==> src/rtl/board_ctrl_regs.sv <==
module board_ctrl_regs #(
  parameter int ADDR_W = 20,
  parameter int NCHAR  = 8,
  parameter logic [31:0] RESET_KEY = 32'h0000_0042
) (
  input  logic             clk,
  input  logic             rst_n,
  input  logic [31:0]      bus_addr,
  input  logic             rd_en,
  input  logic             wr_en,
  input  logic [31:0]      wr_data,
  output logic [31:0]      rd_data,
  output logic             bad_access,
  output logic [7:0]       led_bar,
  output logic [8*NCHAR-1:0] disp_text,
  output logic [7:0]       gp_out,
  output logic [1:0]       i2c_oe,
  output logic             i2c_scl,
  output logic             i2c_sda,
  output logic             i2c_sel,
  input  logic             i2c_sda_in,
  output logic             reset_req
);

  localparam logic [ADDR_W-1:0] OFF_SW    = ADDR_W'('h00010);
  localparam logic [ADDR_W-1:0] OFF_LED   = ADDR_W'('h00100);
  localparam logic [ADDR_W-1:0] OFF_HEX   = ADDR_W'('h00410);
  localparam logic [ADDR_W-1:0] OFF_CHAR  = ADDR_W'('h00418);
  localparam logic [ADDR_W-1:0] OFF_CEND  = OFF_CHAR + ADDR_W'(8 * NCHAR);
  localparam logic [ADDR_W-1:0] OFF_SRST  = ADDR_W'('h00500);
  localparam logic [ADDR_W-1:0] OFF_GPO   = ADDR_W'('h00A00);
  localparam logic [ADDR_W-1:0] OFF_I2OE  = ADDR_W'('h00B00);
  localparam logic [ADDR_W-1:0] OFF_I2IN  = ADDR_W'('h00B08);
  localparam logic [ADDR_W-1:0] OFF_I2OUT = ADDR_W'('h00B10);
  localparam logic [ADDR_W-1:0] OFF_I2SEL = ADDR_W'('h00B18);
  localparam int IDX_W = $clog2(NCHAR);

  logic [ADDR_W-1:0] off;
  logic [ADDR_W-1:0] coff;
  logic [IDX_W-1:0]  cidx;
  logic hit_sw, hit_led, hit_hex, hit_chr, hit_srst, hit_gpo;
  logic hit_oe, hit_in, hit_out, hit_sel, known;
  logic [7:0] disp_q [NCHAR];
  logic [7:0] hexc   [NCHAR];
  logic [7:0] led_q, gpo_q;
  logic [1:0] oe_q, out_q;
  logic       sel_q;
  logic [31:0] rmux;

  function automatic logic [7:0] to_hex(input logic [3:0] n);
    return (n < 4'd10) ? (8'h30 + {4'b0, n}) : (8'h37 + {4'b0, n});
  endfunction

  assign off      = bus_addr[ADDR_W-1:0];
  assign coff     = off - OFF_CHAR;
  assign cidx     = coff[IDX_W+2:3];
  assign hit_sw   = off == OFF_SW;
  assign hit_led  = off == OFF_LED;
  assign hit_hex  = off == OFF_HEX;
  assign hit_chr  = (off >= OFF_CHAR) && (off < OFF_CEND) && (off[2:0] == 3'b0);
  assign hit_srst = off == OFF_SRST;
  assign hit_gpo  = off == OFF_GPO;
  assign hit_oe   = off == OFF_I2OE;
  assign hit_in   = off == OFF_I2IN;
  assign hit_out  = off == OFF_I2OUT;
  assign hit_sel  = off == OFF_I2SEL;
  assign known    = hit_sw | hit_led | hit_hex | hit_chr | hit_srst | hit_gpo |
                    hit_oe | hit_in | hit_out | hit_sel;

  for (genvar i = 0; i < NCHAR; i++) begin : g_chr
    assign hexc[i] = to_hex(wr_data[31-4*i -: 4]);
    assign disp_text[8*i +: 8] = disp_q[i];

    always_ff @(posedge clk or negedge rst_n) begin
      if (!rst_n)
        disp_q[i] <= 8'h20;
      else if (wr_en && hit_hex)
        disp_q[i] <= hexc[i];
      else if (wr_en && hit_chr && cidx == IDX_W'(i))
        disp_q[i] <= wr_data[7:0];
    end
  end

  always_comb begin
    rmux = 32'b0;
    if (hit_led)       rmux = {24'b0, led_q};
    else if (hit_chr)  rmux = {24'b0, disp_q[cidx]};
    else if (hit_gpo)  rmux = {24'b0, gpo_q};
    else if (hit_oe)   rmux = {30'b0, oe_q};
    else if (hit_in)   rmux = {30'b0, out_q[1], i2c_sda_in};
    else if (hit_out)  rmux = {30'b0, out_q};
    else if (hit_sel)  rmux = {31'b0, sel_q};
  end

  always_ff @(posedge clk or negedge rst_n) begin
    if (!rst_n) begin
      led_q      <= '0;
      gpo_q      <= '0;
      oe_q       <= '0;
      out_q      <= '0;
      sel_q      <= 1'b0;
      reset_req  <= 1'b0;
      bad_access <= 1'b0;
      rd_data    <= '0;
    end else begin
      reset_req  <= wr_en && hit_srst && (wr_data == RESET_KEY);
      bad_access <= (wr_en || rd_en) && !known;
      if (rd_en) rd_data <= rmux;
      if (wr_en) begin
        if (hit_led) led_q <= wr_data[7:0];
        if (hit_gpo) gpo_q <= wr_data[7:0];
        if (hit_oe)  oe_q  <= wr_data[1:0];
        if (hit_out) out_q <= wr_data[1:0];
        if (hit_sel) sel_q <= wr_data[0];
      end
    end
  end

  assign led_bar = led_q;
  assign gp_out  = gpo_q;
  assign i2c_oe  = oe_q;
  assign i2c_scl = out_q[1];
  assign i2c_sda = out_q[0];
  assign i2c_sel = sel_q;

  a_r10_one_cycle: assert property (@(posedge clk) disable iff (!rst_n)
    reset_req |=> !reset_req);

  a_r10_needs_key: assert property (@(posedge clk) disable iff (!rst_n)
    $rose(reset_req) |-> $past(wr_en) && $past(wr_data) == RESET_KEY);

  a_r11_flag_source: assert property (@(posedge clk) disable iff (!rst_n)
    bad_access |-> $past(wr_en) || $past(rd_en));

  a_r11_no_change: assert property (@(posedge clk) disable iff (!rst_n)
    (wr_en && !known) |=> $stable(led_bar) && $stable(disp_text) && $stable(gp_out)
                          && $stable(i2c_oe) && $stable(i2c_sel) && !reset_req);

  a_r11_read_zero: assert property (@(posedge clk) disable iff (!rst_n)
    (rd_en && !known) |=> rd_data == 32'b0);

  a_r3_led_byte: assert property (@(posedge clk) disable iff (!rst_n)
    (wr_en && hit_led) |=> led_bar == $past(wr_data[7:0]));

  a_r4_hex_digit: assert property (@(posedge clk) disable iff (!rst_n)
    (wr_en && hit_hex) |=> ((disp_text[7:0] >= 8'h30 && disp_text[7:0] <= 8'h39) ||
                            (disp_text[7:0] >= 8'h41 && disp_text[7:0] <= 8'h46)));

  a_r7_lines: assert property (@(posedge clk) disable iff (!rst_n)
    (wr_en && hit_out) |=> i2c_scl == $past(wr_data[1]) && i2c_sda == $past(wr_data[0]));

endmodule

==> config.mk <==
export PLATFORM = sky130hd
export DESIGN_NAME = board_ctrl_regs
export DESIGN_NICKNAME = d
export VERILOG_FILES = /design/src/rtl/board_ctrl_regs.sv
export SDC_FILE = /design/constraint.sdc
export NUM_CORES = 1
export LEC_CHECK = 0
export BUFFER_PORTS_ARGS = -buffer_cell sky130_fd_sc_hd__buf_2
export CAP_MARGIN = 20
export CORE_UTILIZATION = 56
export DETAILED_ROUTE_END_ITERATION = 8
export GPL_TIMING_DRIVEN = 0
export PLACE_DENSITY = 0.93
export SLEW_MARGIN = 10
export SYNTH_ARGS = -nofsm -noshare
export SYNTH_HDL_FRONTEND = slang
export SYNTH_SLANG_ARGS = --single-unit
export TNS_END_PERCENT = 1
==> constraint.sdc <==
create_clock -name clk -period 3.1 [get_ports clk]
set_clock_uncertainty 0.1 [all_clocks]
set_input_delay 0.465 -clock clk [delete_from_list [all_inputs] [get_ports clk]]
set_output_delay 0.465 -clock clk [all_outputs]
set_load 0.1 [all_outputs]
# After elaboration in Yosys (flattened, before gate mapping)
# Cells that the tools add are included.
# word_totals
output_inout_bits	119
in_bits	69
regBits	119
wordCells	137
# classes
bitwise_logic	10
add_sub_neg	17
n_mux	34
n_lt_le_gt_ge	11
n_reduce_logical	32
n_eq_ne	17
# op_table
cell	n
8-bit 2-to-1 mux	21
6-bit by 4-bit adder with 7-bit output (first input constant)	16
20-bit by 12-bit equality test with 1-bit output (second input constant)	5
7-bit 2-to-1 mux	8
20-bit by 11-bit equality test with 1-bit output (second input constant)	2
32-bit by 7-bit equality test with 1-bit output (second input constant)	1
4-bit less-than comparator (second input constant)	8
8-bit binary-select mux with 3-bit select	1
20-bit by 5-bit equality test with 1-bit output (second input constant)	1
20-bit by 9-bit equality test with 1-bit output (second input constant)	1
20-bit by 11-bit greater-or-equal comparator with 1-bit output (second input constant)	1
20-bit by 11-bit less-than comparator with 1-bit output (second input constant)	1
2-bit nonzero test	8
1-bit logical AND	15
3-bit equality test (second input constant)	4
2-bit AND reduction	5
1-bit bitwise OR	9
3-bit by 2-bit equality test with 1-bit output (second input constant)	2
3-bit logical NOT	2
2-bit 2-to-1 mux	3
6-bit by 5-bit subtractor with 6-bit output (second input constant)	1
4-bit greater-or-equal comparator (second input constant)	1
3-bit NOT with 4-bit output	1
3-bit by 1-bit equality test with 1-bit output (second input constant)	1
other kinds (3)	3

# Logic depth before layout (Yosys ltp)
# logic_depth
depth_word	12
mapped_depth	10
mapped_depth_nobuf	7

# Worst setup path after synthesis
# OpenSTA, ideal clock, no wires.
# synth_timing
kind	in2reg
startpoint	input bus_addr[3]
endpoint	register rd_data[5]
arrival_time_ns	2.701
cell_stages	10
t_required_ns	2.866
setup_ns	0.134
setup_slack_ns	0.165
path_cell_list	buf_1 > inv_1 > ha_1 > clkbuf_1 > clkbuf_1 > mux4_2 > mux2i_1 > o21ai_0 > a21oi_1 > o22ai_1
# synth_via
elab_chain_len	7
# synth_rtl
item	line_no	text
start, declared	8	input logic [31:0] bus_addr,
6-bit by 5-bit subtractor with 6-bit output	55	assign coff = off - OFF_CHAR;
3-bit NOT with 4-bit output (not written as such)	87	else if (hit_chr) rmux = {24'b0, disp_q[cidx]};
8-bit binary-select mux with 3-bit select	87	
8-bit 2-to-1 mux (not written as such) (2 in a row)	87	
8-bit 2-to-1 mux	87	
8-bit 2-to-1 mux (*)	86	if (hit_led) rmux = {24'b0, led_q};
end signal, assigned	108	if (rd_en) rd_data <= rmux;
end, declared	12	output logic [31:0] rd_data,
# Mark *: on every way between the ends. The rest lies on a longest branch, timed or not. The select of a mux whose other input is x is not followed.
# A chain may end at the register's enable or synchronous reset.

# Final worst setup path
# layout_timing
startpoint	input bus_addr[2]
endpoint	register disp_q, in the netlist disp_text[34]
# layout_via
elab_chain_len	6
# layout_rtl
item	line_no	text
20-bit by 11-bit greater-or-equal comparator with 1-bit output / 20-bit by 11-bit less-than comparator with 1-bit output (equally long branches)	60	assign hit_chr = (off >= OFF_CHAR) && (off < OFF_CEND) && (off[2:0] == 3'b0);
1-bit logical AND (2 in a row)	60	
1-bit logical AND (2 in a row)	79	else if (wr_en && hit_chr && cidx == IDX_W'(i))
2-bit nonzero test (no source line)	n/a	
end signal, assigned by index	78	disp_q[i] <= hexc[i];
end signal, assigned by index	80	disp_q[i] <= wr_data[7:0];
end, declared	43	logic [7:0] disp_q [NCHAR];
# Parallel ways exist; a longest one is shown, timed or not.

==> results.md <==
* Final min period at roughly 3.0 ns
* Crit path max fanout at 10
* Core ar. at between 0.01 and 0.015 sq mm
* Status: finished, final reports clean
* Routed wl met3 at 2030 um
* Met2 routed WL at 8690 um
* Asr flop ratio synth at 100%
* HP Class: in2reg
* H-Tree Depth at 3
* Drt first pass iters at 7
* FF-to-FF Start: disp_text[22]
* Most common library cells after synthesis: 87 x dfrtp_1, 74 x mux2i_1, 55 x o21ai_0, 49 x a21oi_1, 38 x nand2_1
* Post-synth top area share at a little over a third
* Placed cell areas at between 0.007 and 0.008 sq mm
* Post CTS Setup Buffer Count at 0
* Final setup fails at 0
* Post-synth EDFFs at 0
* Fillers at approximately 800
* Synth warn at 0
* Max Used Layer: met4
* Power Density at roughly 360 mW/mm^2
* Post-DRT Antenna Nets at 0
* Crit Path Class: in2reg
* GRT Util Overall at ~34%
* WP data required at ~3.2 ns
* Area growth from synthesis to layout at 21.0%
* Maximum vdd ir drop at between 0.2 and 0.3 mV
* Top cell type by total area after synthesis: dfrtp_1
* Largest net degree at the start of global routing at a little over 60
* Total die area at 0.0112 sq mm
* Mapped Area at about 0.006 sq mm
* FMAX at 335 MHz
* Antenna Cells at 0
* Leak at between 0.003 and 0.004 uW
* Layout cells sized above 1 at between 30 and 40%
* Synth area leaders: dfrtp_1 36%, mux2i_1 12%, mux4_2 6.0%
* Avg Synthesized Cell Area at between 10 and 15 sq um
* Initial antenna violation count at 0
* Max-slew violation count at 0
* Slew headroom at roughly a third
* Post-synthesis sequential area ratio at between 30% and 40%
* Final Hold Vio Count at 0
* Buffers on Ports at 150
* Hold endpoint: disp_text[3]
* Worst-Skew Late Latency at 0.38 ns
* Vias in the first global route at 5496
* Clock slew at reported path FFs at roughly 0.09 ns
* Worst Tran Pin Value at around 0.98 ns
* Final Hold Slack at ~0.31 ns
* FF-to-FF End: rd_data[6]
* Bufs on Longest Clock Path at 2
* FF+latch count, synth at 95
* WL met1 at between 7000 and 8000 um
* Period Utilization, post-route at 96.4%
* Fin area at between 0.007 and 0.008 sq mm
* Die Y-Extent at 106 um
* Crit end category: register
* Initial core utilization at 58.0%
* Top_reg_cell synth: dfrtp_1
* Ports at 188
* DRC at 0
* Worst R2R Setup Slack at between 1 and 1.5 ns
* Max-cap violations at 0
* Final RePlAce weighted congestion at 0.942
* Via/cell ratio at about 6.1
* Crit path DAT at 3.12 ns
* Iter 0 DRT Violations at just under 500
* CP Launch Type: input pin
* CTS tree: yes
* Hold path start: wr_data[31]
* Reg2Reg Depth at 5
* Clk root buf: clkbuf_8
* Cell with the most instances after synthesis: dfrtp_1
* RSZ-0062 raised after global routing: false
* Worst hold stages at 3
* Routed wire per std cell at roughly 20 um
* DR vias at between 5000 and 6000
* CTS Sinks at between 90 and 100
* First-pass GRT wire length at 29200 um
* FP Rows at 37
* Detail Placement HPWL at around 14000 um
* Routed WL at ~19000 um
* Post-synth cell types at 54
* Final nets at between 800 and 900
* Num CTS Buffers at 9
* Die width at 106 um
* Synth Instances at 595
* Remaining Overflow, GRT at 0
-- routing by layer --
layer | vias up | global-route usage (%)
li1 | 2477 | -
met1 | 2711 | 44.4
met2 | 395 | 55.5
met3 | 71 | 6.93
met4 | 0 | 14.6
met5 | - | 0
-- state kept, by name, indices dropped and copies added, names as in the netlist --
register / flops
bad_access: 1
disp_text: 64
gp_out: 8
i2c_oe: 2
i2c_sel: 1
led_bar: 8
out_q: 2
rd_data: 8
reset_req: 1
-- through the flow --
stage | power [uW] | utilization [%] | TNS, ns | worst slack [ns] | std cells
after detailed placement | 1700 | 68.0 | -11.06 | -1.02 | 905
final | 2620 | 70.2 | 0 | 0.111 | 920
after global routing | 2680 | 70.2 | 0 | 0.00711 | 920
after floorplan | 1560 | - | 0 | 0.165 | 618
after CTS | 2600 | 70.2 | 0 | 0.0574 | 921
after global placement | 1690 | 67.7 | -7.33 | -0.893 | 904
-- report_power, final --
| part | internal, uW | switching (uW) | leakage, uW |
|---|---|---|---|
| combinational | 115 | 334 | 0.00214 |
| sequential | 1240 | 0.158 | 0.00129 |
| clock | 461 | 469 | 0.000104 |
| total | 1820 | 803 | 0.00353 |
-- timing repair --
item                                   CTS  global route
hold buffers                             1             0
endpoints found under the hold margin   31             0
setup endpoints to repair                8            10
gates resized for setup                  1             1
-- worst max-delay path: stages --
cell,delay (ns)
buf_2,0.12
or4_1,0.60
nor4_2,0.52
nand3_1,0.49
clkbuf_1,0.49
a211oi_1,0.36
a21oi_1,0.07
-- cell type report --
class | instances | area [sq um] | area share (%)
plain buffers | 53 | 298 | 4.07
clock buffers | 10 | 128 | 1.75
clock inverters | 6 | 92.6 | 1.27
inverters | 33 | 124 | 1.69
multi-input cells | 435 | 3320 | 45.4
flip-flops and latches | 95 | 2390 | 32.6
well taps | 136 | 170 | 2.33
repair buffers | 152 | 791 | 10.8
-- cells by family (layout without fill, tap and decap cells) --
| family | Yosys count | count (layout) | synth area share, % |
|---|---|---|---|
| multiplexers | 111 | 111 | 22.1 |
| buffers and inverters | 88 | 254 | 7.08 |
| adder cells (fa/ha/maj) | 21 | 21 | 4.35 |
| other | 1 | 24 | 0.0620 |
| flip-flops | 95 | 95 | 39.5 |
| AND/OR/NAND/NOR | 136 | 136 | 13.1 |
| XOR/XNOR | 10 | 10 | 1.57 |
| AO/OA/AOI/OAI | 133 | 133 | 12.2 |
-- cell usage in the layout, fill, tap and decap left out, types with 6 or more instances in the layout --
cell type    n
a211oi_1     6
a21oi_1     49
buf_2      149
buf_4       25
clkbuf_1    26
clkbuf_8     9
conb_1      24
dfrtp_1     87
dfstp_2      8
ha_1        21
inv_1       33
mux2_2      21
mux2i_1     74
mux4_2      16
nand2_1     38
nand3_1     15
nor2_1      22
nor3_1      16
nor4_1       6
o21ai_0     55
o22ai_1      9
xnor2_1      8
-- worst max path at each step --
| stage | startpoint | end | slack, ns | cells past startpoint |
|---|---|---|---|---|
| global placement | bus_addr[3] | rd_data[6] | -0.89 | 11 |
| detailed placement | bus_addr[3] | rd_data[6] | -1.02 | 11 |
| CTS | bus_addr[2] | disp_text[34] | 0.06 | 7 |
| floorplan | bus_addr[3] | rd_data[5] | 0.16 | 10 |
| finish | bus_addr[2] | disp_text[34] | 0.11 | 7 |
| global route | bus_addr[4] | rd_data[6] | 0.007 | 10 |
Note: power is estimated with default switching activity, not from simulation.
